<file path="src/rtl/bloom_filter_pkg.sv">
package bloom_filter_pkg;

    typedef enum logic [2:0] {
        PK_OTHER    = 3'd0,
        PK_MISS_REQ = 3'd1,
        PK_WBACK    = 3'd2,
        PK_INV_ACK  = 3'd3,
        PK_INVAL    = 3'd4
    } pkt_e;

    typedef struct packed {
        logic fwd;
        logic spawn;
        logic err;
    } filt_out_t;

endpackage

</file>
<file path="src/rtl/bloom_xor_fold.sv">
module bloom_xor_fold #(
    parameter int ADDR_W   = 32,
    parameter int OFFSET_W = 6,
    parameter int IDX_W    = 6
) (
    input  logic [ADDR_W-1:0] addr_i,
    output logic [IDX_W-1:0]  idx_o
);
    localparam int LINE_W = ADDR_W - OFFSET_W;
    localparam int NSLICE = (LINE_W + IDX_W - 1) / IDX_W;
    localparam int PAD_W  = NSLICE * IDX_W;

    logic [PAD_W-1:0] padded;

    always_comb begin
        padded = '0;
        padded[LINE_W-1:0] = addr_i[ADDR_W-1:OFFSET_W];
        idx_o = '0;
        for (int s = 0; s < NSLICE; s++) begin
            idx_o = idx_o ^ padded[s*IDX_W +: IDX_W];
        end
    end
endmodule

</file>
<file path="src/rtl/bloom_counter_bank.sv">
module bloom_counter_bank #(
    parameter int DEPTH = 64,
    parameter int CNT_W = 3,
    localparam int IDX_W = $clog2(DEPTH)
) (
    input  logic             clk_i,
    input  logic             rst_ni,
    input  logic             inc_i,
    input  logic             dec_i,
    input  logic [IDX_W-1:0] upd_idx_i,
    input  logic [IDX_W-1:0] chk_idx_i,
    output logic             chk_hit_o,
    output logic             underflow_o
);
    localparam logic [CNT_W-1:0] CNT_MAX = '1;

    logic [CNT_W-1:0] cnt_q [DEPTH];
    logic [CNT_W-1:0] cnt_d [DEPTH];
    logic [CNT_W-1:0] cur;

    always_comb begin
        for (int i = 0; i < DEPTH; i++) begin
            cnt_d[i] = cnt_q[i];
        end
        cur = cnt_q[upd_idx_i];
        underflow_o = dec_i && (cur == '0);
        if (inc_i && cur != CNT_MAX) begin
            cnt_d[upd_idx_i] = cur + 1'b1;
        end else if (dec_i && cur != '0 && cur != CNT_MAX) begin
            cnt_d[upd_idx_i] = cur - 1'b1;
        end
        // update-first: the check reads the post-update value
        chk_hit_o = (cnt_d[chk_idx_i] != '0);
    end

    always_ff @(posedge clk_i or negedge rst_ni) begin
        if (!rst_ni) begin
            for (int i = 0; i < DEPTH; i++) begin
                cnt_q[i] <= '0;
            end
        end else begin
            for (int i = 0; i < DEPTH; i++) begin
                cnt_q[i] <= cnt_d[i];
            end
        end
    end

    // saturated counter is sticky
    p_sat_sticky_r7: assert property (@(posedge clk_i) disable iff (!rst_ni)
        (cnt_q[upd_idx_i] == CNT_MAX) |=> (cnt_q[$past(upd_idx_i)] == CNT_MAX));

    // decrement of a zero counter does not wrap
    p_no_wrap_r8: assert property (@(posedge clk_i) disable iff (!rst_ni)
        (dec_i && !inc_i && cnt_q[upd_idx_i] == '0) |=> (cnt_q[$past(upd_idx_i)] == '0));

    // increment below saturation adds exactly one
    p_inc_step_r2: assert property (@(posedge clk_i) disable iff (!rst_ni)
        (inc_i && cnt_q[upd_idx_i] != CNT_MAX)
        |=> (cnt_q[$past(upd_idx_i)] == $past(cnt_q[upd_idx_i]) + 1'b1));
endmodule

</file>
<file path="src/rtl/bloom_port_filter.sv">
module bloom_port_filter
    import bloom_filter_pkg::*;
#(
    parameter int ADDR_W   = 32,
    parameter int OFFSET_W = 6,
    parameter int DEPTH    = 64,
    parameter int CNT_W    = 3
) (
    input  logic              clk_i,
    input  logic              rst_ni,
    input  logic              upd_valid_i,
    input  logic              upd_head_i,
    input  logic [2:0]        upd_type_i,
    input  logic [ADDR_W-1:0] upd_addr_i,
    input  logic              chk_valid_i,
    input  logic              chk_head_i,
    input  logic [2:0]        chk_type_i,
    input  logic [ADDR_W-1:0] chk_addr_i,
    output logic              inv_fwd_o,
    output logic              ack_spawn_o,
    output logic              dec_err_o
);
    localparam int IDX_W = $clog2(DEPTH);

    logic [IDX_W-1:0] upd_idx, chk_idx;
    logic             upd_fire, chk_fire, inc, dec, hit, underflow;
    filt_out_t        out_d, out_q;

    bloom_xor_fold #(.ADDR_W(ADDR_W), .OFFSET_W(OFFSET_W), .IDX_W(IDX_W)) i_upd_hash (
        .addr_i(upd_addr_i), .idx_o(upd_idx));

    bloom_xor_fold #(.ADDR_W(ADDR_W), .OFFSET_W(OFFSET_W), .IDX_W(IDX_W)) i_chk_hash (
        .addr_i(chk_addr_i), .idx_o(chk_idx));

    assign upd_fire = upd_valid_i && upd_head_i;
    assign chk_fire = chk_valid_i && chk_head_i && (chk_type_i == PK_INVAL);
    assign inc      = upd_fire && (upd_type_i == PK_MISS_REQ);
    assign dec      = upd_fire && (upd_type_i == PK_WBACK || upd_type_i == PK_INV_ACK);

    bloom_counter_bank #(.DEPTH(DEPTH), .CNT_W(CNT_W)) i_bank (
        .clk_i      (clk_i),
        .rst_ni     (rst_ni),
        .inc_i      (inc),
        .dec_i      (dec),
        .upd_idx_i  (upd_idx),
        .chk_idx_i  (chk_idx),
        .chk_hit_o  (hit),
        .underflow_o(underflow)
    );

    always_comb begin
        out_d       = '0;
        out_d.fwd   = chk_fire && hit;
        out_d.spawn = chk_fire && !hit;
        out_d.err   = underflow;
    end

    always_ff @(posedge clk_i or negedge rst_ni) begin
        if (!rst_ni) begin
            out_q <= '0;
        end else begin
            out_q <= out_d;
        end
    end

    assign inv_fwd_o   = out_q.fwd;
    assign ack_spawn_o = out_q.spawn;
    assign dec_err_o   = out_q.err;

    // exactly one outcome per checked invalidation
    p_one_outcome_r4: assert property (@(posedge clk_i) disable iff (!rst_ni)
        chk_fire |=> (inv_fwd_o ^ ack_spawn_o));

    // silent when nothing is checked
    p_quiet_r4: assert property (@(posedge clk_i) disable iff (!rst_ni)
        !chk_fire |=> (!inv_fwd_o && !ack_spawn_o));

    // error only follows a decrement strobe
    p_err_cause_r8: assert property (@(posedge clk_i) disable iff (!rst_ni)
        !dec |=> !dec_err_o);
endmodule

</file>
<file path="config.mk">
export PLATFORM = sky130hd
export DESIGN_NAME = bloom_port_filter
export DESIGN_NICKNAME = d
export VERILOG_FILES = /design/src/rtl/bloom_filter_pkg.sv /design/src/rtl/bloom_xor_fold.sv /design/src/rtl/bloom_counter_bank.sv /design/src/rtl/bloom_port_filter.sv
export SDC_FILE = /design/constraint.sdc
export NUM_CORES = 1
export LEC_CHECK = 0
export BUFFER_PORTS_ARGS = -buffer_cell sky130_fd_sc_hd__buf_2
export CORE_MARGIN = 3
export CORE_UTILIZATION = 65
export CTS_CLUSTER_DIAMETER = 60
export CTS_CLUSTER_SIZE = 20
export DETAILED_ROUTE_END_ITERATION = 6
export GPL_ROUTABILITY_DRIVEN = 0
export PLACE_DENSITY_LB_ADDON = 0.12
export SYNTH_ARGS = -nofsm -noshare
export SYNTH_HDL_FRONTEND = slang
export SYNTH_HIERARCHICAL = 1
export SYNTH_SLANG_ARGS = --single-unit
</file>
<file path="constraint.sdc">
create_clock -name clk_i -period 14.5 [get_ports clk_i]
set_input_delay 0.725 -clock clk_i [delete_from_list [all_inputs] [get_ports clk_i]]
set_output_delay 0.725 -clock clk_i [all_outputs]
set_load 0.02 [all_outputs]
</file>
# After elaboration in Yosys (flattened, before gate mapping)
# Cells that the tools add are included.
[word_totals] latch_bits=0 mem_bits_rw=0 output_inout_bits=3 ff_bits=195 mem_bits_ro=0 n_memories=0 elab_cells=116
[op_classes] magnitude_cmp=3 mux=12 div=0 add_sub_neg=2 shifts=0 bitwise_logic=10 n_mul=0 n_reduce_logical=17 eq_ne=5
[op_table] op="$bwmux W192" n=2
[op_table] op="$mux W192" n=2
[op_table] op="$bmux W3 S6" n=2
[op_table] op="$xor A6 B6 Y6" n=6
[op_table] op="$demux W3 S6" n=1
[op_table] op="$mux W3" n=5
[op_table] op="$ge A7 B7 Y1 const B" n=2
[op_table] op="$not A6 Y7" n=2
[op_table] op="$logic_and A1 B1 Y1" n=12
[op_table] op="$xor A6 B2 Y6" n=2
[op_table] op="$lt A7 B1 Y1 const B" n=1
[op_table] op="$eq A3 B2 Y1 const B" n=2
[op_table] op="$reduce_bool A3 Y1" n=2
[op_table] op="$add A3 B1 Y3 const B" n=1
[op_table] op="$eq A3 B1 Y1 const B" n=1
[op_table] op="$eq A3 B3 Y1 const B" n=1
[op_table] op="$logic_not A3 Y1" n=1
[op_table] op="$ne A3 B3 Y1 const B" n=1
[op_table] op="$sub A3 B1 Y3 const B" n=1
[op_table] op="$logic_not A1 Y1" n=1
[op_table] op="$logic_or A1 B1 Y1" n=1

# Depth between registers and ports, before layout
[logic_depth] depth_word=19 mapped_depth=32 mapped_depth_nobuf=25

# Modules after synthesis
# The synthesis kept the hierarchy.
[modules_own_cells] module="bloom_counter_bank" area_each_um2=11433.5 cells_per_inst=1226 instances=1
[modules_own_cells] module="bloom_xor_fold" area_each_um2=185.2 cells_per_inst=18 instances=2
[modules_own_cells] module="bloom_port_filter" area_each_um2=131.4 cells_per_inst=10 instances=1

# Worst setup path after synthesis
# OpenSTA, ideal clock, no wires.
[synth_timing] kind="in2reg" startpoint="input upd_addr_i[13]" endpoint="register out_q, in the netlist ack_spawn_o" t_arrival_ns=6.154 required_time_ns=14.420 stages=27 path_slack_ns=8.266 setup_time_ns=0.080 n_path_buf=5 path_cell_list="xnor3_1 xnor2_1 buf_6 mux4_2 nand2_1 o211ai_1 a221oi_1 and4_1 clkbuf_1 inv_1 clkbuf_1 ha_1 ha_1 nand2b_1 nor4_1 a31oi_1 and2_1 buf_6 buf_2 o22a_1 o211ai_1 o211ai_1 a2111oi_0 o211ai_1 a32o_1 nand4b_1 nor3_2"
[synth_lines] element="from (decl)" line="bloom_port_filter.sv:14" rtl="input logic [ADDR_W-1:0] upd_addr_i,"
[synth_lines] element="to (signal assigned)" line="bloom_port_filter.sv:62" rtl="out_q <= out_d;"
[synth_lines] element="to (decl)" line="bloom_port_filter.sv:27" rtl="filt_out_t out_d, out_q;"

==> impl_results.md <==
* Critical path class: primary input to flop
* CTS Buf Count at 17
* Worst min path class: primary input to asynchronous set/reset pin
* Unique cell type count in the Yosys netlist at 91
* Clock latency on the worst-skew pair at 0.45 ns
* Fmax at roughly 0.11 GHz
* Critical-path top delay cell: a21o_1
* GRT Total Usage at between 40% and 50%
* HPWL after DPL at roughly 28000 microns
* Sw power at between 0.6 and 0.7 mW
* CORE AREA at ~18000 sq um
* Clk pwr share at between 20% and 30%
* Placed Instance Area at 12380 sq um
* Slowest stage delay, CP at about 0.76 ns
* Pre-Repair DR Iteration Count at 7
* IO Count at 79
* Initial antenna violation count at 2
* Final net count at ~1400
* Startpoint class of the critical path: primary input
* CTS Root Buffer Type: clkbuf_16
* Layout cells sized above 1 at 16.92%
* Area Growth Syn to Fin at 8.743%
* N_diodes at 0
* Maxcap violations at 0
* Post-synthesis sequential area ratio at between 40% and 50%
* CTS tree: yes
* Main synth FF type: dfrtp_1
* Starting DRC count in detailed routing at 1981
* Vias in the first global route at around 12000
* Setup_tns at 0 ns
* Cells taking the most area after synthesis: dfrtp_1, o21ai_0, nand2_1, a21oi_1, mux2_2
* ANT nets after route at 0
* Synth Warn # at 6
* Pin count of the biggest net entering global routing at between 100 and 150
* Syn_nets at 1352
* Internal power at ~1.0 mW
* Post-Syn Area at roughly 12000 sq um
* Tightest Pin Transition at 1.092 ns
* EDFF count, synth at 0
* TritonCTS Sinks at 195
* Critical Path RT at between 10 and 15 ns
* Worst path depth at 25
* Share of the synthesized area in the top cell type at approximately two fifths
* Die Ht at roughly 140 microns
* Worst R2R Start: i_bank/cnt_q[36]
* Initial core utilization at 67.59%
* # H-tree levels at 4
* Worst R2R Setup Slack at approximately 7.3 ns
* PD cells at approximately 130 nW/um^2
* Worst-path clk slew at about 0.080 ns
* PostCTS Resize Cnt at 0
* Combinational share of power at a little over a third
* Routed WL at ~43000 microns
* Synth Area per Inst at about 9.4 sq um
* Synth async-reset ratio at 100.0%
* RR Endpoint: ack_spawn_o
* Worst Path Max Fanout at 52
* Die W at 141.5 microns
* Post-route cell area at 12980 sq um
* Final setup violation count at 0
* Fin crit period at just under 9 ns
* First-pass GRT wire length at around 65000 microns
* WL/cell at 28.30 microns
* R2R cell count at 20
* Die area at roughly 20000 sq um
* Leakage at roughly 5.6 nW
* Dominant cell type by area after synthesis: dfrtp_1
* Max IR drop VDD at roughly 110 uV
* Status: complete, but fails checks
* Share of power burned in registers at between 30% and 40%
* Vias at 11800
* Power Total at about 1.7 mW
* CP delay by family, top: compound AO/OA/AOI/OAI gates
* Bufs and invs on worst path at 5
* Arr. time, crit path at 9.27 ns
* Synthesized instance count at approximately 1300
* Residual DRC at 9
* Hold-fix buffers, CTS at 0
* Maximum clock path buffer count at 2
* Fin Clk Skew at 0.01241 ns
* Failing checks: DRC
* Relative slew slack at a little over a quarter
* Fin. Hold Viols at 0
* Nature of the critical path endpoint: flop
* Post-CTS Setup Bufs at 0
* Vias per Instance at around 7.7
* Final Util at about three quarters
* PortBufs at 66
* Fin crit share at between 60% and 70%
* Top cell by count, worst path: buf_4
* Gr ovfl total at 0
* FF+latch count, synth at between 150 and 200
* # rows at 48
* Max-slew violation count at 0
* RSZ-0062 raised after global routing: no
* Switching Fraction at ~40%
## through the flow
stage / hold slack [ns] / setup slack (ns) / instances
after detailed placement: 0.4746 / 5.731 / 1499
after global routing: 0.4471 / 5.566 / 1531
after floorplan: 0.4294 / 8.266 / 1272
after global placement: 0.4693 / 5.811 / 1499
final: 0.4362 / 5.612 / 1531
after CTS: 0.4359 / 6.168 / 1531
## power groups by stage
stage          clock network, mW  logic (mW)  registers (mW)
3_5_place_dp                   0       0.563           0.621
3_3_place_gp                   0       0.555           0.619
6_report                   0.485       0.610           0.612
4_1_cts                    0.485       0.567           0.611
2_1_floorplan                  0       0.367           0.612
5_1_grt                    0.507       0.620           0.616
## cell type report
class	count	area, sq um
multi-input cells	965	6589
flip-flops and latches	195	4880
fillers	1297	4678
repair buffers	96	564.3
clock buffers	17	425.4
well taps	225	281.5
clock inverters	15	171.4
inverters	18	67.56
## worst max-delay path by stage
stage | startpoint | to | slack [ns]
floorplan | upd_addr_i[13] | ack_spawn_o | 8.27
global placement | upd_addr_i[20] | ack_spawn_o | 5.81
detailed placement | upd_addr_i[20] | ack_spawn_o | 5.73
CTS | upd_addr_i[14] | ack_spawn_o | 6.17
global route | upd_addr_i[20] | ack_spawn_o | 5.57
finish | upd_addr_i[20] | ack_spawn_o | 5.61
## kinds of logic after synthesis
kind of cell	synth area share, %
buffers and inverters	4.539
flip-flops	40.88
multiplexers	10.46
adder cells (fa/ha/maj)	0.4193
XOR/XNOR	3.103
AO/OA/AOI/OAI	24.52
AND/OR/NAND/NOR	16.07
## per-layer routing
metal	GRT usage, %	up-vias	wire (microns)
met5	0	-	25
met4	27.42	4	3616
met3	18.10	353	7088
met2	61.35	1138	17660
met1	54.64	5482	14930
li1	-	4824	-
## worst reg2reg max path: stages, from the launching register on
cell	delay (ns)
dfrtp_1	0.41
mux2_2	0.27
a221oi_1	0.24
o221ai_1	0.32
a221oi_1	0.55
and4_2	0.29
buf_4	0.55
ha_1	0.45
nand2b_1	0.15
nor4_4	0.47
a21o_1	0.76
buf_4	0.53
nor2_1	0.15
mux2_1	0.34
or3b_1	0.39
o311ai_0	0.16
nand4_1	0.19
o31a_1	0.31
a32o_1	0.30
nand4b_1	0.19
nor3_2	0.11
## sequential cells by signal (all words and copies together), names as in the netlist
| register | count |
|---|---|
| inv_fwd_o | 1 |
| i_bank/cnt_q | 192 |
| ack_spawn_o | 1 |
| dec_err_o | 1 |
## cell usage in the layout (no fill, tap or decap), types with 17 or more instances in the layout
cell       synthesis  final
o21ai_0          107    107
a21oi_1           93     92
dfrtp_1          195    195
o31ai_1           19     19
clkbuf_16          0     17
buf_4              6     30
a22o_1            17     17
nand2_1          130    129
o22a_1            33     33
nand3_1           19     19
a22oi_1           19     19
mux2i_1           37     37
nor3_1            20     20
buf_2             22     65
mux2_2            38     38
nor2_1           112    111
a31oi_1           21     19
## synth_stat cells (all sizes together), types with 9 or more instances
| library cell | count |
|---|---|
| dfrtp | 195 |
| nand2 | 130 |
| nor2 | 113 |
| o21ai | 113 |
| a21oi | 94 |
| clkbuf | 53 |
| mux2 | 46 |
| buf | 41 |
| mux2i | 37 |
| o22a | 33 |
| a31oi | 23 |
| nor3 | 23 |
| a22oi | 21 |
| xnor2 | 20 |
| nand3 | 19 |
| o31ai | 19 |
| a22o | 17 |
| inv | 17 |
| mux4 | 16 |
| nand2b | 16 |
| a211oi | 15 |
| a221oi | 14 |
| o211ai | 12 |
| xor2 | 12 |
| o22ai | 11 |
| o21a | 10 |
| and3b | 9 |
| or2 | 9 |
(Power assumes the default switching activity.)
